--- src/rtl/mcr_pkg.sv ---
// Package: shared constants and routing classes for the machine-check router.
// Assumes exactly two processor bus masters, so a master index is one bit wide.
package mcr_pkg;

    localparam int unsigned SRC_CNT    = 6;
    localparam int unsigned MASTER_CNT = 2;

    typedef enum logic [1:0] {
        RT_ABUS   = 2'd0,   // current address-bus master
        RT_FIXED0 = 2'd1,   // always master 0
        RT_INIT   = 2'd2    // transaction initiator or default
    } route_e;

    // Map a source index to its routing class.
    function automatic route_e route_of(input int idx);
        if (idx < 2)      return RT_ABUS;
        else if (idx < 4) return RT_FIXED0;
        else              return RT_INIT;
    endfunction

endpackage

--- src/rtl/err_latch_cell.sv ---
// Module: one sticky error status bit plus its captured target master.
// Assumes the candidate target is resolved by the parent for this cycle.
// A clear strobe loses to an event in the same cycle.
module err_latch_cell (
    input  logic clk,
    input  logic rst_n,
    input  logic evt,
    input  logic clr,
    input  logic cand_tgt,
    output logic status,
    output logic tgt
);

    logic status_q;
    logic tgt_q;
    logic capture;

    // Capture a new target only when the bit is clear or being cleared.
    assign capture = evt && (!status_q || clr);

    // Status bit: set by event, cleared by write-one, event wins.
    always_ff @(posedge clk) begin
        if (!rst_n)
            status_q <= 1'b0;
        else if (evt)
            status_q <= 1'b1;
        else if (clr)
            status_q <= 1'b0;
    end

    // Target register: loaded on capture, held otherwise.
    always_ff @(posedge clk) begin
        if (!rst_n)
            tgt_q <= 1'b0;
        else if (capture)
            tgt_q <= cand_tgt;
    end

    assign status = status_q;
    assign tgt    = tgt_q;

    AST_SET_ON_EVENT: assert property (@(posedge clk) disable iff (!rst_n)
        evt |=> status_q);
    AST_STICKY_HOLD: assert property (@(posedge clk) disable iff (!rst_n)
        status_q && !clr |=> status_q);
    AST_CLEAR_WORKS: assert property (@(posedge clk) disable iff (!rst_n)
        clr && !evt |=> !status_q);
    AST_TARGET_KEPT: assert property (@(posedge clk) disable iff (!rst_n)
        status_q && !clr |=> $stable(tgt_q));

endmodule

--- src/rtl/mcr_cfg_regs.sv ---
// Module: enable bits and default-master bit, loaded by one write strobe.
// Assumes the write data is valid in the cycle where cfg_we is high.
module mcr_cfg_regs #(
    parameter int unsigned NUM_SRC = mcr_pkg::SRC_CNT
) (
    input  logic               clk,
    input  logic               rst_n,
    input  logic               cfg_we,
    input  logic [NUM_SRC-1:0] cfg_enable,
    input  logic               cfg_dflt,
    output logic [NUM_SRC-1:0] en_q,
    output logic               dflt_q
);

    // Configuration storage: cleared on reset, loaded on write.
    always_ff @(posedge clk) begin
        if (!rst_n) begin
            en_q   <= '0;
            dflt_q <= 1'b0;
        end else if (cfg_we) begin
            en_q   <= cfg_enable;
            dflt_q <= cfg_dflt;
        end
    end

    AST_CFG_LOAD: assert property (@(posedge clk) disable iff (!rst_n)
        cfg_we |=> (en_q == $past(cfg_enable)) && (dflt_q == $past(cfg_dflt)));
    AST_CFG_HOLD: assert property (@(posedge clk) disable iff (!rst_n)
        !cfg_we |=> $stable(en_q) && $stable(dflt_q));

endmodule

--- src/rtl/mcr_merge.sv ---
// Module: ORs enabled, set status bits per target master into registered
// active-low machine-check lines. Assumes one-bit target indices.
module mcr_merge #(
    parameter int unsigned NUM_SRC = mcr_pkg::SRC_CNT,
    parameter int unsigned NUM_MST = mcr_pkg::MASTER_CNT
) (
    input  logic               clk,
    input  logic               rst_n,
    input  logic [NUM_SRC-1:0] status,
    input  logic [NUM_SRC-1:0] tgt,
    input  logic [NUM_SRC-1:0] en,
    output logic [NUM_MST-1:0] mcheck_n
);

    logic [NUM_SRC-1:0] live;
    logic [NUM_MST-1:0] hit;
    logic [NUM_MST-1:0] mck_q;

    assign live = status & en;

    // Per-master reduction of live sources that target that master.
    for (genvar m = 0; m < NUM_MST; m++) begin : g_mst
        logic [NUM_SRC-1:0] sel;
        for (genvar s = 0; s < NUM_SRC; s++) begin : g_src
            assign sel[s] = live[s] && (tgt[s] == m[0]);
        end
        assign hit[m] = |sel;
    end

    // Output register: active-low, idle high.
    always_ff @(posedge clk) begin
        if (!rst_n)
            mck_q <= '1;
        else
            mck_q <= ~hit;
    end

    assign mcheck_n = mck_q;

    AST_MASKED_QUIET: assert property (@(posedge clk) disable iff (!rst_n)
        (live == '0) |=> (&mcheck_n));
    AST_ROUTED_LOW: assert property (@(posedge clk) disable iff (!rst_n)
        (status[0] && en[0]) |=> !mcheck_n[$past(tgt[0])]);

endmodule

--- src/rtl/mcheck_router.sv ---
// Module: top of the bus error machine-check router. Resolves candidate
// targets for each routing class, latches six sticky status bits and drives
// two active-low machine-check lines. Assumes identity inputs are sampled in
// the cycle of the matching event pulse.
module mcheck_router #(
    parameter int unsigned NUM_SRC = mcr_pkg::SRC_CNT
) (
    input  logic               clk,
    input  logic               rst_n,
    input  logic [NUM_SRC-1:0] err_evt,
    input  logic               evt_init_id,
    input  logic               evt_init_valid,
    input  logic               evt_bridge_init,
    input  logic               abus_master,
    input  logic               cfg_we,
    input  logic [NUM_SRC-1:0] cfg_enable,
    input  logic               cfg_dflt,
    input  logic [NUM_SRC-1:0] status_clr,
    output logic [NUM_SRC-1:0] err_status,
    output logic [1:0]         mcheck_n
);
    import mcr_pkg::*;

    localparam int unsigned NUM_MST = MASTER_CNT;

    logic [NUM_SRC-1:0] en_q;
    logic               dflt_q;
    logic [NUM_SRC-1:0] status_vec;
    logic [NUM_SRC-1:0] tgt_vec;
    logic               init_tgt;

    // Initiator target: trusted ID unless bridge-initiated or invalid.
    assign init_tgt = (evt_init_valid && !evt_bridge_init) ? evt_init_id : dflt_q;

    mcr_cfg_regs #(.NUM_SRC(NUM_SRC)) u_cfg (
        .clk        (clk),
        .rst_n      (rst_n),
        .cfg_we     (cfg_we),
        .cfg_enable (cfg_enable),
        .cfg_dflt   (cfg_dflt),
        .en_q       (en_q),
        .dflt_q     (dflt_q)
    );

    // One latch cell per source; the routing class picks its candidate.
    for (genvar i = 0; i < NUM_SRC; i++) begin : g_cell
        logic cand;
        if (route_of(i) == RT_ABUS) begin : g_abus
            assign cand = abus_master;
        end else if (route_of(i) == RT_FIXED0) begin : g_fix
            assign cand = 1'b0;
        end else begin : g_init
            assign cand = init_tgt;
        end
        err_latch_cell u_cell (
            .clk      (clk),
            .rst_n    (rst_n),
            .evt      (err_evt[i]),
            .clr      (status_clr[i]),
            .cand_tgt (cand),
            .status   (status_vec[i]),
            .tgt      (tgt_vec[i])
        );
    end

    mcr_merge #(.NUM_SRC(NUM_SRC), .NUM_MST(NUM_MST)) u_merge (
        .clk      (clk),
        .rst_n    (rst_n),
        .status   (status_vec),
        .tgt      (tgt_vec),
        .en       (en_q),
        .mcheck_n (mcheck_n)
    );

    assign err_status = status_vec;

    AST_PCI_TO_M0: assert property (@(posedge clk) disable iff (!rst_n)
        (status_vec[2] && en_q[2]) |=> !mcheck_n[0]);
    AST_ABUS_ROUTE: assert property (@(posedge clk) disable iff (!rst_n)
        (err_evt[0] && !status_vec[0]) |=> (tgt_vec[0] == $past(abus_master)));
    AST_INIT_ROUTE: assert property (@(posedge clk) disable iff (!rst_n)
        (err_evt[4] && !status_vec[4] && evt_init_valid && !evt_bridge_init)
        |=> (tgt_vec[4] == $past(evt_init_id)));
    AST_DFLT_ROUTE: assert property (@(posedge clk) disable iff (!rst_n)
        (err_evt[5] && !status_vec[5] && evt_bridge_init)
        |=> (tgt_vec[5] == $past(dflt_q)));

endmodule

--- config.mk ---
export PLATFORM = sky130hd
export DESIGN_NAME = mcheck_router
export DESIGN_NICKNAME = d
export VERILOG_FILES = /design/src/rtl/mcr_pkg.sv /design/src/rtl/err_latch_cell.sv /design/src/rtl/mcr_cfg_regs.sv /design/src/rtl/mcr_merge.sv /design/src/rtl/mcheck_router.sv
export SDC_FILE = /design/constraint.sdc
export NUM_CORES = 1
export LEC_CHECK = 0
export BUFFER_PORTS_ARGS = -buffer_cell sky130_fd_sc_hd__buf_2
export CAP_MARGIN = 20
export CORE_MARGIN = 10
export CORE_UTILIZATION = 45
export DETAILED_ROUTE_END_ITERATION = 8
export GPL_ROUTABILITY_DRIVEN = 0
export PLACE_DENSITY = 0.75
export RECOVER_POWER = 50
export SYNTH_ARGS = -nofsm -noshare
export SYNTH_HDL_FRONTEND = slang
export SYNTH_SLANG_ARGS = --single-unit
export TNS_END_PERCENT = 10
--- constraint.sdc ---
create_clock -name clk -period 0.9 [get_ports clk]
set_input_delay 0.18 -clock clk [delete_from_list [all_inputs] [get_ports clk]]
set_output_delay 0.18 -clock clk [all_outputs]
set_load 0.02 [all_outputs]
# After elaboration in Yosys (flattened, before gate mapping)

Cells that the tools add are included.

Word-level logic and storage cells: 62
Output and inout port bits: 8
Register bits: 19
Bits of input ports: 26

Reductions and logical operators: 30
Muxes and demuxes: 13
Bitwise logic cells: 6

Operators with widths:

| kind               | count |
|---|---|
| 1-bit logical AND  | 13 |
| 1-bit 2-to-1 mux   | 13 |
| 2-bit nonzero test | 6 |
| 6-bit bitwise AND  | 1 |
| 6-bit OR reduction | 1 |
| 1-bit zero test    | 5 |
| 1-bit logical OR   | 4 |
| 1-bit NOT          | 4 |
| 4-bit OR reduction | 1 |
| 2-bit NOT          | 1 |

# Logic depth before layout (Yosys ltp)

Gate-level depths: netlist of the first run.

Depth after elaboration: 4
Mapped depth: 3
Gate-level depth less buffers: 3

# Modules after synthesis

From an unflattened synthesis of the first run, not the netlist that was laid out.

Cell total of the unflattened synthesis: 94
Area, all modules: 949.7 µm²

Modules (own cells, without submodules):

| module         | times used | cells an instance | area each (µm²) | sequential area each (µm²) |
|---|---|---|---|---|
| err_latch_cell | 6          | 8                 | 87.6            | 40.0 |
| mcr_cfg_regs   | 1          | 22                | 265.3           | 140.1 |
| mcr_merge      | 1          | 21                | 133.9           | 40.0 |
| mcheck_router  | 1          | 3                 | 25.0            | 0.0 |

# Worst setup path before layout of the first run

Ideal clock, no wire load.

Path kind: flip-flop to flip-flop
Start: register g_cell[0].u_cell.status_q
End: register g_cell[0].u_cell.tgt_q
Cell stages (with the launch flop): 4
Arrival: 0.669 ns
Path buffers: 0
Period minus slack after synthesis: 0.788 ns
Slack: 0.112 ns
Required time: 0.781 ns
Setup time: 0.119 ns
Cell sequence: dfxtp_1 -> nor2b_1 -> nand3b_1 -> a21oi_1

Longest elaborated chain between the ends: 3

Ends and longest elaborated chain:

| what                   | line                 | RTL |
|---|---|---|
| from (decl)            | err_latch_cell.sv:14 | `logic status_q;` |
| from (signal assigned) | err_latch_cell.sv:24 | `status_q <= 1'b0;` |
| from (signal assigned) | err_latch_cell.sv:26 | `status_q <= 1'b1;` |
| from (signal assigned) | err_latch_cell.sv:28 | `status_q <= 1'b0;` |
| 1-bit zero test        | err_latch_cell.sv:19 | `assign capture = evt && (!status_q \|\| clr);` |
| 1-bit logical OR       | err_latch_cell.sv:19 |  |
| 1-bit logical AND      | err_latch_cell.sv:19 |  |
| to (signal assigned)   | err_latch_cell.sv:36 | `tgt_q <= cand_tgt;` |
| to (decl)              | err_latch_cell.sv:15 | `logic tgt_q;` |

Every way passes these cells.
A chain may end at the register's enable or synchronous reset.

# Worst setup path in the final report of the first run

Start: register g_cell[0].u_cell.status_q
End: output port err_status[0]

RTL lines:

| what      | line                | RTL |
|---|---|---|
| to (decl) | mcheck_router.sv:19 | `output logic [NUM_SRC-1:0] err_status,` |

No word-level cell between the ends.

==> results of run 1 <==
[path summary, 6_finish.rpt]
kind,startpoint,endpoint,cells past startpoint
max reg2reg,g_cell[1].u_cell.status,g_cell[1].u_cell.tgt,4
min,rst_n,u_merge.mcheck_n[0],2
min reg2reg,g_cell[2].u_cell.status,g_cell[2].u_cell.status,2
max,g_cell[0].u_cell.status,err_status[0],1
[layout by cell type (no fill, tap or decap), types with 2 or more instances in the layout]
| master | n |
|---|---|
| nand3_1 | 4 |
| buf_2 | 25 |
| dfxtp_1 | 11 |
| a21oi_1 | 8 |
| dfxtp_2 | 8 |
| nand3b_1 | 3 |
| buf_4 | 3 |
| o21ai_1 | 3 |
| buf_6 | 8 |
| a311oi_1 | 2 |
| inv_1 | 6 |
| mux2i_1 | 8 |
| nor2_1 | 13 |
| nand2_1 | 3 |
| clkbuf_4 | 3 |
[metrics by stage]
| stage | power, uW | TNS, ns | util (%) |
|---|---|---|---|
| after floorplan | 1090 | 0 | - |
| after global placement | 1160 | 0 | 54.4 |
| after detailed placement | 1170 | 0 | 54.4 |
| after CTS | 1660 | -0.600 | 61.3 |
| after global routing | 1720 | -0.940 | 61.9 |
| final | 1640 | -0.476 | 61.9 |
[what timing repair did]
item,in CTS,in global routing
hold buffers,0,0
endpoints found under the hold margin,0,0
endpoints found under the setup margin,8,14
buffers inserted,3,0
resized for setup,26,4
pin swaps,1,1
[cells by family after synthesis]
kind of cell,Yosys count,synth area share [%]
flops,19,48.3
buf+inv,15,10.3
compound gates,17,13.2
mux,8,10.2
simple gates,28,18.0
[synthesized netlist by cell type (all sizes together)]
master	n	area share, %
a41o	1	1.3
inv	7	3.3
o221ai	1	1.1
nor2b	3	3.3
nand2b	2	1.6
buf	8	7.0
nor2	13	6.2
nand3b	3	2.9
nand3	4	2.5
a311oi	2	2.2
nand2	3	1.4
a21oi	8	5.1
mux2i	8	10
a22oi	1	0.95
o21ai	4	2.5
dfxtp	19	48
[cell type report]
type                    instances  area [um2]  area share [%]
inverters                       7        26.3            2.51
repair buffers                 36         238            22.8
clock buffers                   3        22.5            2.16
flip-flops and latches         19         390            37.4
multi-input cells              53         342            32.7
clock inverters                 1        5.00           0.479
well taps                      17        21.3            2.04
[state kept, by name (all words and copies together), names as in the netlist]
signal / flops
g_cell.u_cell.status: 6
u_cfg.dflt_q: 1
u_cfg.en_q: 6
g_cell.u_cell.tgt: 4
u_merge.mcheck_n: 2
[worst register-to-register path, delay by kind of cell (launching register included)]
| family | cells | cell delay [ns] |
|---|---|---|
| DFF | 1 | 0.34 |
| and+or+nand+nor | 2 | 0.29 |
| buffers and inverters | 1 | 0.13 |
| AOI/OAI and AO/OA | 1 | 0.11 |
[power by group through the flow]
stage                     clock network (uW)  registers (uW)  logic (uW)
after floorplan                            0             945         149
after detailed placement                   0             949         225
final                                    431             937         272
after CTS                                453             936         270
after global routing                     475             945         300
after global placement                     0             947         218
[layer usage]
metal / vias up / GRT usage (%)
met5: - / 0
met4: 0 / 4.78
met3: 4 / 5.28
met2: 26 / 16.8
met1: 313 / 9.95
li1: 354 / -
==> summary.md, run 1 <==
| Metric | Value |
|---|---|
| Die W | `61.8 um` |
| Net Sw Frac | `26.2%` |
| First-pass GRT wire length | `2840 um` |
| Hold Path Class | `primary input to register` |
| Unrepaired setup endpoints after global routing | `yes` |
| CTS buffer count | `3` |
| Vias in the first global route | `718` |
| Total of max-cap violations | `0` |
| Pleak | `0.000495 uW` |
| IO Count | `34` |
| Failing checks | `setup timing` |
| Global-route usage over all layers | `10.0%` |
| Post-route ant nets | `0` |
| Synth cell types | `19` |
| Minimum clock period | `0.977 ns` |
| Fillers | `150` |
| Post-Syn Area | `787 um2` |
| Sequential Power Share | `57.1%` |
| Vias per cell | `5.13` |
| FP Rows | `15` |
| Die Area | `3820 um2` |
| Clock power share | `26.3%` |
| Wire per inst | `13.5 um` |
| Worst reg-to-reg setup slack | `-0.04 ns` |
| Tcrit/Tclk final | `109%` |
| Post-Layout Cell Count | `136` |
| P per Cell Area | `1570 nW/um2` |
| Layout Cell Area excl Fill | `1040 um2` |
| Antenna Diode Count | `0` |
| Internal power | `1210 uW` |
| Area grow syn2layout | `32.8%` |
| Arrival time at the worst endpoint | `0.80 ns` |
| CTS tree | `done` |
| Placed insts | `129` |
| Worst path buffer plus inverter count | `1` |
| Detailed Route Iter0 Violations | `14` |
| Clk sinks | `19` |
| # DRC | `0` |
| Final WS setup | `-0.0767 ns` |
| Via count | `697` |
| Setup crit end kind | `output pin` |
| Post-Route WL | `1840 um` |
| Run status | `finished with violations` |
| Clock root cell | `clkbuf_4` |
| M1 wire length | `785 um` |
| Clock-pin slew on the worst setup and hold paths | `0.11 ns` |
| First drt pass iteration count | `4` |
| Post-Place Cell Area | `918 um2` |
| Largest net degree at the start of global routing | `19` |
| Nets | `146` |
| Clk buf depth | `2` |
| Critical Path RT | `0.72 ns` |
| Slowest cell on the critical path | `dfxtp_2` |
| Mean Syn Cell Area | `9.05 um2` |
| Top layer in use | `met4` |
| Final Hold Fails | `0` |
| F_max | `1.02 GHz` |
| Worst path cell trace | `buf_6` |
| Fraction of layout cells with a size suffix above 1 | `44.5%` |
| Met2 wire length | `863 um` |
| Path type of the worst setup path | `register to output pin` |
| Post-synthesis register bit count | `19` |
| Starting Density | `46.6%` |
| Combinational share of power | `16.6%` |
| Die height | `61.8 um` |
| Seq/Total Area, Yosys | `48.3%` |
| PortBufs | `33` |
| Core footprint | `1690 um2` |
| Peak supply drop | `1.34 mV` |
| Hpwl dp | `1410 um` |
| Place WS | `0.00710 ns` |
| Mapped Cells | `87` |
| Setup violations, final | `9` |
| Wire length on met3 | `166 um` |
| Layout Skew | `0.0111 ns` |
| Grt ovf | `0` |
| Fin. max-slew vios | `0` |
| Relative slew slack | `80.3%` |
| Worst-Margin Slew | `0.295 ns` |
| CP startpoint kind | `register` |
| CTS H-tree lvls | `1` |
| Syn nets | `113` |
| Switch Pwr | `430 uW` |
| CP delay by family, top | `flip-flops` |
| Worst-Skew Late Latency | `0.31 ns` |
| Critical path's largest stage delay | `0.37 ns` |
| Synth Warn # | `0` |
| Crit Path Max Fanout | `4` |
| Antenna violations before repair | `0` |
| Final hold slack | `0.0666 ns` |
(Power assumes the default switching activity.)
==> run 2, diff against run 1 <==
ABC_CLOCK_PERIOD_IN_PS = 900   (was not set)
CORE_UTILIZATION = 48   (was 45)
CTS_BUF_LIST = sky130_fd_sc_hd__clkbuf_4   (was not set)
PLACE_DENSITY = 0.8   (was 0.75)
==> run 2 against run 1 <==
Against the previous run:
- the flow still finishes with violations (setup timing)
- utilization increased by 8.3 points
- critical path depth unchanged
- global-route usage increased by 0.17 points
- cell area increased by 2.4%
- register-to-register slack improved by 0.03 ns
- sequential power about the same
- final cell count unchanged
- die area decreased by 4.3%
==> summary.md, run 2 (same netlist as run 1, synthesis figures left out) <==
| Metric | Value |
|---|---|
| CP startpoint kind | `register` |
| FP Rows | `14 (-1)` |
| CTS tree | `done` |
| P per Cell Area | `1530 nW/um2 (-2.3%)` |
| First drt pass iteration count | `4 (unchanged)` |
| Layout Cell Area excl Fill | `1070 um2 (+2.4%)` |
| Pleak | `0.000505 uW (+2.0%)` |
| IO Count | `34 (unchanged)` |
| Switch Pwr | `421 uW (-2.1%)` |
| Area of the multi-input gates | `353 um2 (+3.3%)` |
| Hold depth | `2 (unchanged)` |
| Layout Skew | `0.00336 ns (-0.00770 ns)` |
| Critical path's largest stage delay | `0.37 ns (about the same)` |
| Die height | `60.5 um (-2.2%)` |
| Internal power | `1220 uW (+0.75%)` |
| Critical R2R Capture | `g_cell[1].u_cell.tgt` |
| Arrival time at the worst endpoint | `0.78 ns (-0.02 ns)` |
| Via count | `699 (+0.29%)` |
| F_max | `1.04 GHz (+2.0%)` |
| Post-Route WL | `1810 um (-1.6%)` |
| Worst reg-to-reg setup slack | `-0.01 ns (+0.03 ns)` |
| Slowest cell on the critical path | `dfxtp_2` |
| Largest net degree at the start of global routing | `19 (unchanged)` |
| PortBufs | `33 (unchanged)` |
| Placed insts | `128 (-0.78%)` |
| Wire per inst | `13.3 um (-1.6%)` |
| Worst-Skew Late Latency | `0.29 ns (-0.02 ns)` |
| Critical Path Source | `g_cell[2].u_cell.status` |
| Antenna Diode Count | `0 (unchanged)` |
| Post-route ant nets | `0 (unchanged)` |
| Fraction of layout cells with a size suffix above 1 | `46.7% (+2.1 points)` |
| Worst path buffer plus inverter count | `1 (unchanged)` |
| Unrepaired setup endpoints after global routing | `yes` |
| Clk buf depth | `2 (unchanged)` |
| Core footprint | `1520 um2 (-9.8%)` |
| Min-Delay Startpoint | `rst_n` |
| Cts hold-fix bufs | `0 (unchanged)` |
| Relative slew slack | `80.5% (+0.22 points)` |
| Setup crit end kind | `output pin` |
| Post-Layout Cell Count | `136 (unchanged)` |
| Worst-Margin Slew | `0.292 ns (-0.00324 ns)` |
| CTS buffer count | `3 (unchanged)` |
| Critical Path RT | `0.72 ns (about the same)` |
| Final WS setup | `-0.0578 ns (+0.0190 ns)` |
| # DRC | `0 (unchanged)` |
| Antenna violations before repair | `0 (unchanged)` |
| CP delay by family, top | `flip-flops` |
| Setup violations, final | `9 (unchanged)` |
| Clock root cell | `clkbuf_4` |
| Nets | `147 (+0.68%)` |
| Combinational share of power | `17.4% (+0.8 points)` |
| Vias in the first global route | `705 (-1.8%)` |
| FF-to-FF Start | `g_cell[1].u_cell.status` |
| Die Area | `3660 um2 (-4.3%)` |
| Clock-pin slew on the worst setup and hold paths | `0.10 ns (about the same)` |
| Worst path cell trace | `buf_6` |
| Clk sinks | `19 (unchanged)` |
| Global-route usage over all layers | `10.2% (+0.17 points)` |
| Final Hold Fails | `0 (unchanged)` |
| Starting Density | `51.6% (+5.0 points)` |
| First-pass GRT wire length | `2940 um (+3.4%)` |
| Final hold slack | `0.0742 ns (+0.00762 ns)` |
| Minimum clock period | `0.958 ns (-0.0190 ns)` |
| Hold Path Class | `primary input to register` |
| Fillers | `119 (-21%)` |
| Setup TNS | `-0.348 ns (+0.128 ns)` |
| Peak supply drop | `1.19 mV (-11%)` |
| Commonest non-fill, non-tap cell in the layout | `buf_2` |
| Run status | `finished with violations` |
| Area grow syn2layout | `35.9%` |
| Tcrit/Tclk final | `106% (-2.1 points)` |
| Die W | `60.5 um (-2.2%)` |
| Failing checks | `setup timing` |
| Hold EP | `u_merge.mcheck_n[0]` |
| Path type of the worst setup path | `register to output pin` |
| Hpwl dp | `1390 um (-1.5%)` |
| Post-Place Cell Area | `917 um2 (-0.14%)` |
| Clock power share | `25.5% (-0.8 points)` |
| Net Sw Frac | `25.6% (-0.55 points)` |
| Total of max-cap violations | `0 (unchanged)` |
| Crit Path Max Fanout | `3 (-1)` |
| Fin. max-slew vios | `0 (unchanged)` |
| Vias per cell | `5.14 (+0.29%)` |
| Detailed Route Iter0 Violations | `7 (-7)` |
| Sequential Power Share | `57.1% (about the same)` |
| Most frequent cells in the layout | `buf_2 (25), nor2_1 (13), dfxtp_1 (11)` |
| Grt ovf | `0 (unchanged)` |
| Reg area | `390 um2 (unchanged)` |
| FF-to-FF path depth | `4 (unchanged)` |
| CTS H-tree lvls | `1 (unchanged)` |
[run 2: repair_timing]
action,CTS,global route
pin swaps,0,3
endpoints found under the setup margin,10,14
resized for setup,25,8
gates cloned,0,0
setup buffers,4,0
[run 2: power groups by stage]
stage,clock network (uW),logic [uW],registers (uW)
after floorplan,0,149,945
after global placement,0,218,946
after detailed placement,0,224,948
after CTS,436,274,934
after global routing,471,312,946
final,419,285,937
[run 2: layout make-up]
type                            count  area share (%)
Clock buffer                        3            2.11
Clock inverter                      1           0.468
Sequential cell                    19            36.5
Timing Repair Buffer               37            23.6
Multi-Input combinational cell     53            33.0
Tap cell                           16            1.87
Inverter                            7            2.46
[run 2: worst max path at each step]
| stage | cells past startpoint | end |
|---|---|---|
| floorplan | 3 | g_cell[0].u_cell.tgt |
| global placement | 4 | g_cell[5].u_cell.tgt |
| detailed placement | 4 | g_cell[5].u_cell.tgt |
| CTS | 1 | err_status[2] |
| global route | 1 | err_status[2] |
| finish | 1 | err_status[2] |
[run 2: metal layers]
| layer | up-vias | global-route usage [%] | wire length [um] |
|---|---|---|---|
| met2 | 21 | 18.1 | 892 |
| met5 | - | 0 | 0 |
| met3 | 4 | 4.38 | 199 |
| met1 | 319 | 10.0 | 687 |
| li1 | 355 | - | - |
| met4 | 0 | 4.70 | 33 |
[run 2: per-stage QoR]
step,utilization (%),setup WS [ns],power (uW)
final,70.2,-0.0578,1640
after global routing,70.2,-0.104,1730
after CTS,68.4,-0.0656,1640
after detailed placement,60.2,-0.00308,1170
after global placement,60.2,0.0449,1160
after floorplan,-,0.112,1090
==> run 3, diff against run 2 <==
ABC_AREA = 1   (was not set)
PLACE_DENSITY = 0.79   (was 0.8)
==> run 3 against run 2 <==
Against the previous run:
- critical path depth unchanged
- the flow still finishes with violations (setup timing)
- largest power group unchanged
- setup slack better by 0.014 ns
- via count rose by 18%
- cell area rose by 3.2%
- combinational power grew 12%
- critical path type unchanged
- clock power is 9.8% higher
- count of clock-buffer cells in the layout up 1
- fmax grew 1.5%
- largest cell class unchanged
- wire length up 12%
- hold slack gained 0.023 ns
- die area increased by 2.9%
==> summary.md, run 3 <==
| Metric | Value |
|---|---|
| Via count | `822 (+18%)` |
| CP startpoint kind | `register` |
| Post-Syn Area | `821 um2 (+4.3%)` |
| Post-synth top cells | `nor2_1 (35), nand2_1 (21), dfxtp_1 (19)` |
| Clk sinks | `19 (unchanged)` |
| Failing checks | `setup timing` |
| Share of the synthesized area in the top cell type | `46.3% (-2.0 points)` |
| Worst-Skew Late Latency | `0.29 ns (about the same)` |
| Ys flop type | `dfxtp_1` |
| Yosys top cell by area | `dfxtp_1` |
| Setup crit end kind | `output pin` |
| CTS H-tree lvls | `1 (unchanged)` |
| Nets | `182 (+24%)` |
| Synth Warn # | `0 (unchanged)` |
| Die W | `61.4 um (+1.4%)` |
| Worst path buffer plus inverter count | `1 (unchanged)` |
| Starting Density | `52.6% (+1.0 points)` |
| Die height | `61.4 um (+1.4%)` |
| PortBufs | `33 (unchanged)` |
| CTS buffer count | `3 (unchanged)` |
| Path type of the worst setup path | `register to output pin` |
| Hold Path Class | `primary input to register` |
| FF-to-FF Start | `g_cell[5].u_cell.status` |
| Min-Delay Startpoint | `err_evt[3]` |
| Detailed Route Iter0 Violations | `15 (+8)` |
| Clock root cell | `clkbuf_4` |
| Syn nets | `145 (+28%)` |
| Worst-Margin Slew | `0.232 ns (-0.0598 ns)` |
| Hold EP | `g_cell[3].u_cell.status` |
| Post-Place Cell Area | `950 um2 (+3.5%)` |
| Final Hold Fails | `0 (unchanged)` |
| Final hold slack | `0.0977 ns (+0.0234 ns)` |
| Worst reg-to-reg setup slack | `-0.01 ns (about the same)` |
| Crit Path Max Fanout | `2 (-1)` |
| Global-route usage over all layers | `11.3% (+1.1 points)` |
| Synth area leaders | `dfxtp_1 (46%), nor2_1 (16%), nand2_1 (9.6%)` |
| Arrival time at the worst endpoint | `0.76 ns (-0.02 ns)` |
| Setup violations, final | `9 (unchanged)` |
| Mapped Cells | `119 (+37%)` |
| Slowest cell on the critical path | `dfxtp_2` |
| Post-synthesis register bit count | `19 (unchanged)` |
| Run status | `finished with violations` |
| Clk buf depth | `2 (unchanged)` |
| Pleak | `0.000580 uW (+15%)` |
| CTS tree | `done` |
| Post-Route WL | `2030 um (+12%)` |
| Critical path's largest stage delay | `0.36 ns (about the same)` |
| Vias in the first global route | `825 (+17%)` |
| Synth cell types | `12 (-7)` |
| # DRC | `0 (unchanged)` |
| FP Rows | `14 (unchanged)` |
| Vias per cell | `4.81 (-6.5%)` |
| Core footprint | `1560 um2 (+2.3%)` |
| Worst path cell trace | `buf_6` |
| Peak supply drop | `0.853 mV (-28%)` |
| Cell with the most instances after synthesis | `nor2_1` |
| Antenna violations before repair | `0 (unchanged)` |
| Cts hold-fix bufs | `0 (unchanged)` |
| Largest net degree at the start of global routing | `15 (-4)` |
| First-pass GRT wire length | `3260 um (+11%)` |
| Total of max-cap violations | `0 (unchanged)` |
| FFs w/ async S/R, synth | `0% (unchanged)` |
| Antenna Diode Count | `0 (unchanged)` |
| FF-to-FF path depth | `5 (+1)` |
| Relative slew slack | `84.5% (+4.0 points)` |
| Area grow syn2layout | `34.5%` |
| Final WS setup | `-0.0433 ns (+0.0144 ns)` |
| Post-route ant nets | `0 (unchanged)` |
| Number of synthesized flops with an enable pin | `0 (unchanged)` |
| Unrepaired setup endpoints after global routing | `yes` |
| Mean Syn Cell Area | `6.90 um2 (-24%)` |
| F_max | `1.06 GHz (+1.5%)` |
| Grt ovf | `0 (unchanged)` |
| Die Area | `3760 um2 (+2.9%)` |
| Fraction of layout cells with a size suffix above 1 | `35.5% (-11 points)` |
| Fin. max-slew vios | `0 (unchanged)` |
| P per Cell Area | `1560 nW/um2 (+1.7%)` |
| Minimum clock period | `0.943 ns (-0.0144 ns)` |
| First drt pass iteration count | `4 (unchanged)` |
| Commonest non-fill, non-tap cell in the layout | `nor2_1` |
| Most frequent cells in the layout | `nor2_1 (35), buf_2 (25), nand2_1 (21)` |
| Critical Path RT | `0.72 ns (about the same)` |
| Layout Cell Area excl Fill | `1100 um2 (+3.2%)` |
| Tcrit/Tclk final | `105% (-1.6 points)` |
| Seq/Total Area, Yosys | `46.3% (-2.0 points)` |
| IO Count | `34 (unchanged)` |
| Hpwl dp | `1580 um (+14%)` |
| Hold depth | `3 (+1)` |
| Layout Skew | `0.00297 ns (-0.000393 ns)` |
| Clock-pin slew on the worst setup and hold paths | `0.11 ns (about the same)` |
| Wire per inst | `11.9 um (-11%)` |
| CP delay by family, top | `flip-flops` |
| Critical R2R Capture | `g_cell[5].u_cell.tgt` |
==> run 3: cell count changes in the layout (fill, tap and decap cells not counted), sizes merged, moves of 2 or more <==
cell,change
nand2b,-2
nand3b,-2
a21oi,-2
nor2,+22
nor2b,-3
mux2i,-8
o21ai,+7
buf,+2
a311oi,-2
nand2,+18
inv,+7
==> run 3: worst max-delay path by stage <==
stage,from,to,slack (ns),depth (start not counted)
after floorplan,g_cell[5].u_cell.status,g_cell[5].u_cell.tgt,0.14,5
after global placement,g_cell[4].u_cell.status,g_cell[4].u_cell.tgt,0.1,5
after detailed placement,rst_n,g_cell[1].u_cell.status,0.06,3
after CTS,g_cell[1].u_cell.status,err_status[1],-0.04,1
after global routing,g_cell[3].u_cell.status,err_status[3],-0.07,1
final,g_cell[1].u_cell.status,err_status[1],-0.04,1
==> run 3: cells by family after synthesis <==
kind of cell           count (synthesis)  share of synthesized area, %
DFF                                   19                          46.3
buffers and inverters                 21                          13.3
and+or+nand+nor                       62                          29.6
AOI/OAI and AO/OA                     17                          10.8
==> run 3: area by class of cell <==
| cell class | count | area [um2] |
|---|---|---|
| sequential | 19 | 390 |
| multi-input combinational | 79 | 350 |
| timing repair buffer | 39 | 260 |
| inverter | 14 | 52.6 |
| fill | 131 | 455 |
| tap | 16 | 20.0 |
| clock buffer | 4 | 30.0 |
==> run 3: report_power, final <==
group / internal [uW] / switching [uW] / total, uW
clock network: 202 / 258 / 460
logic: 156 / 165 / 320
registers: 904 / 36.7 / 941
total: 1260 / 459 / 1720
==> run 3: stage by stage <==
| stage | std cells | power, uW | setup WS [ns] | util (%) | TNS, ns |
|---|---|---|---|---|---|
| floorplan | 119 | 1120 | 0.143 | - | 0 |
| global placement | 161 | 1200 | 0.0995 | 60.9 | 0 |
| detailed placement | 161 | 1210 | 0.0642 | 60.9 | 0 |
| CTS | 171 | 1710 | -0.0441 | 70.1 | -0.258 |
| global route | 171 | 1810 | -0.0707 | 70.8 | -0.582 |
| finish | 171 | 1720 | -0.0433 | 70.8 | -0.253 |
==> run 3: routing by layer <==
metal / share of wire (%) / global-route usage (%) / routed length, um / vias to the layer above
met5: 0 / 0 / 0 / -
met4: 0.79 / 5.73 / 16 / 0
met3: 5.0 / 3.29 / 102 / 2
met2: 50 / 19.8 / 1020 / 22
met1: 44 / 12.1 / 893 / 364
li1: - / - / - / 434
==> run 3: timing repair <==
item                                    in CTS  in global routing
endpoints found under the setup margin       8                 15
setup buffers                                6                  0
pin swaps                                    0                  2
gates resized for setup                     26                  3
hold endpoints to repair                     0                  0
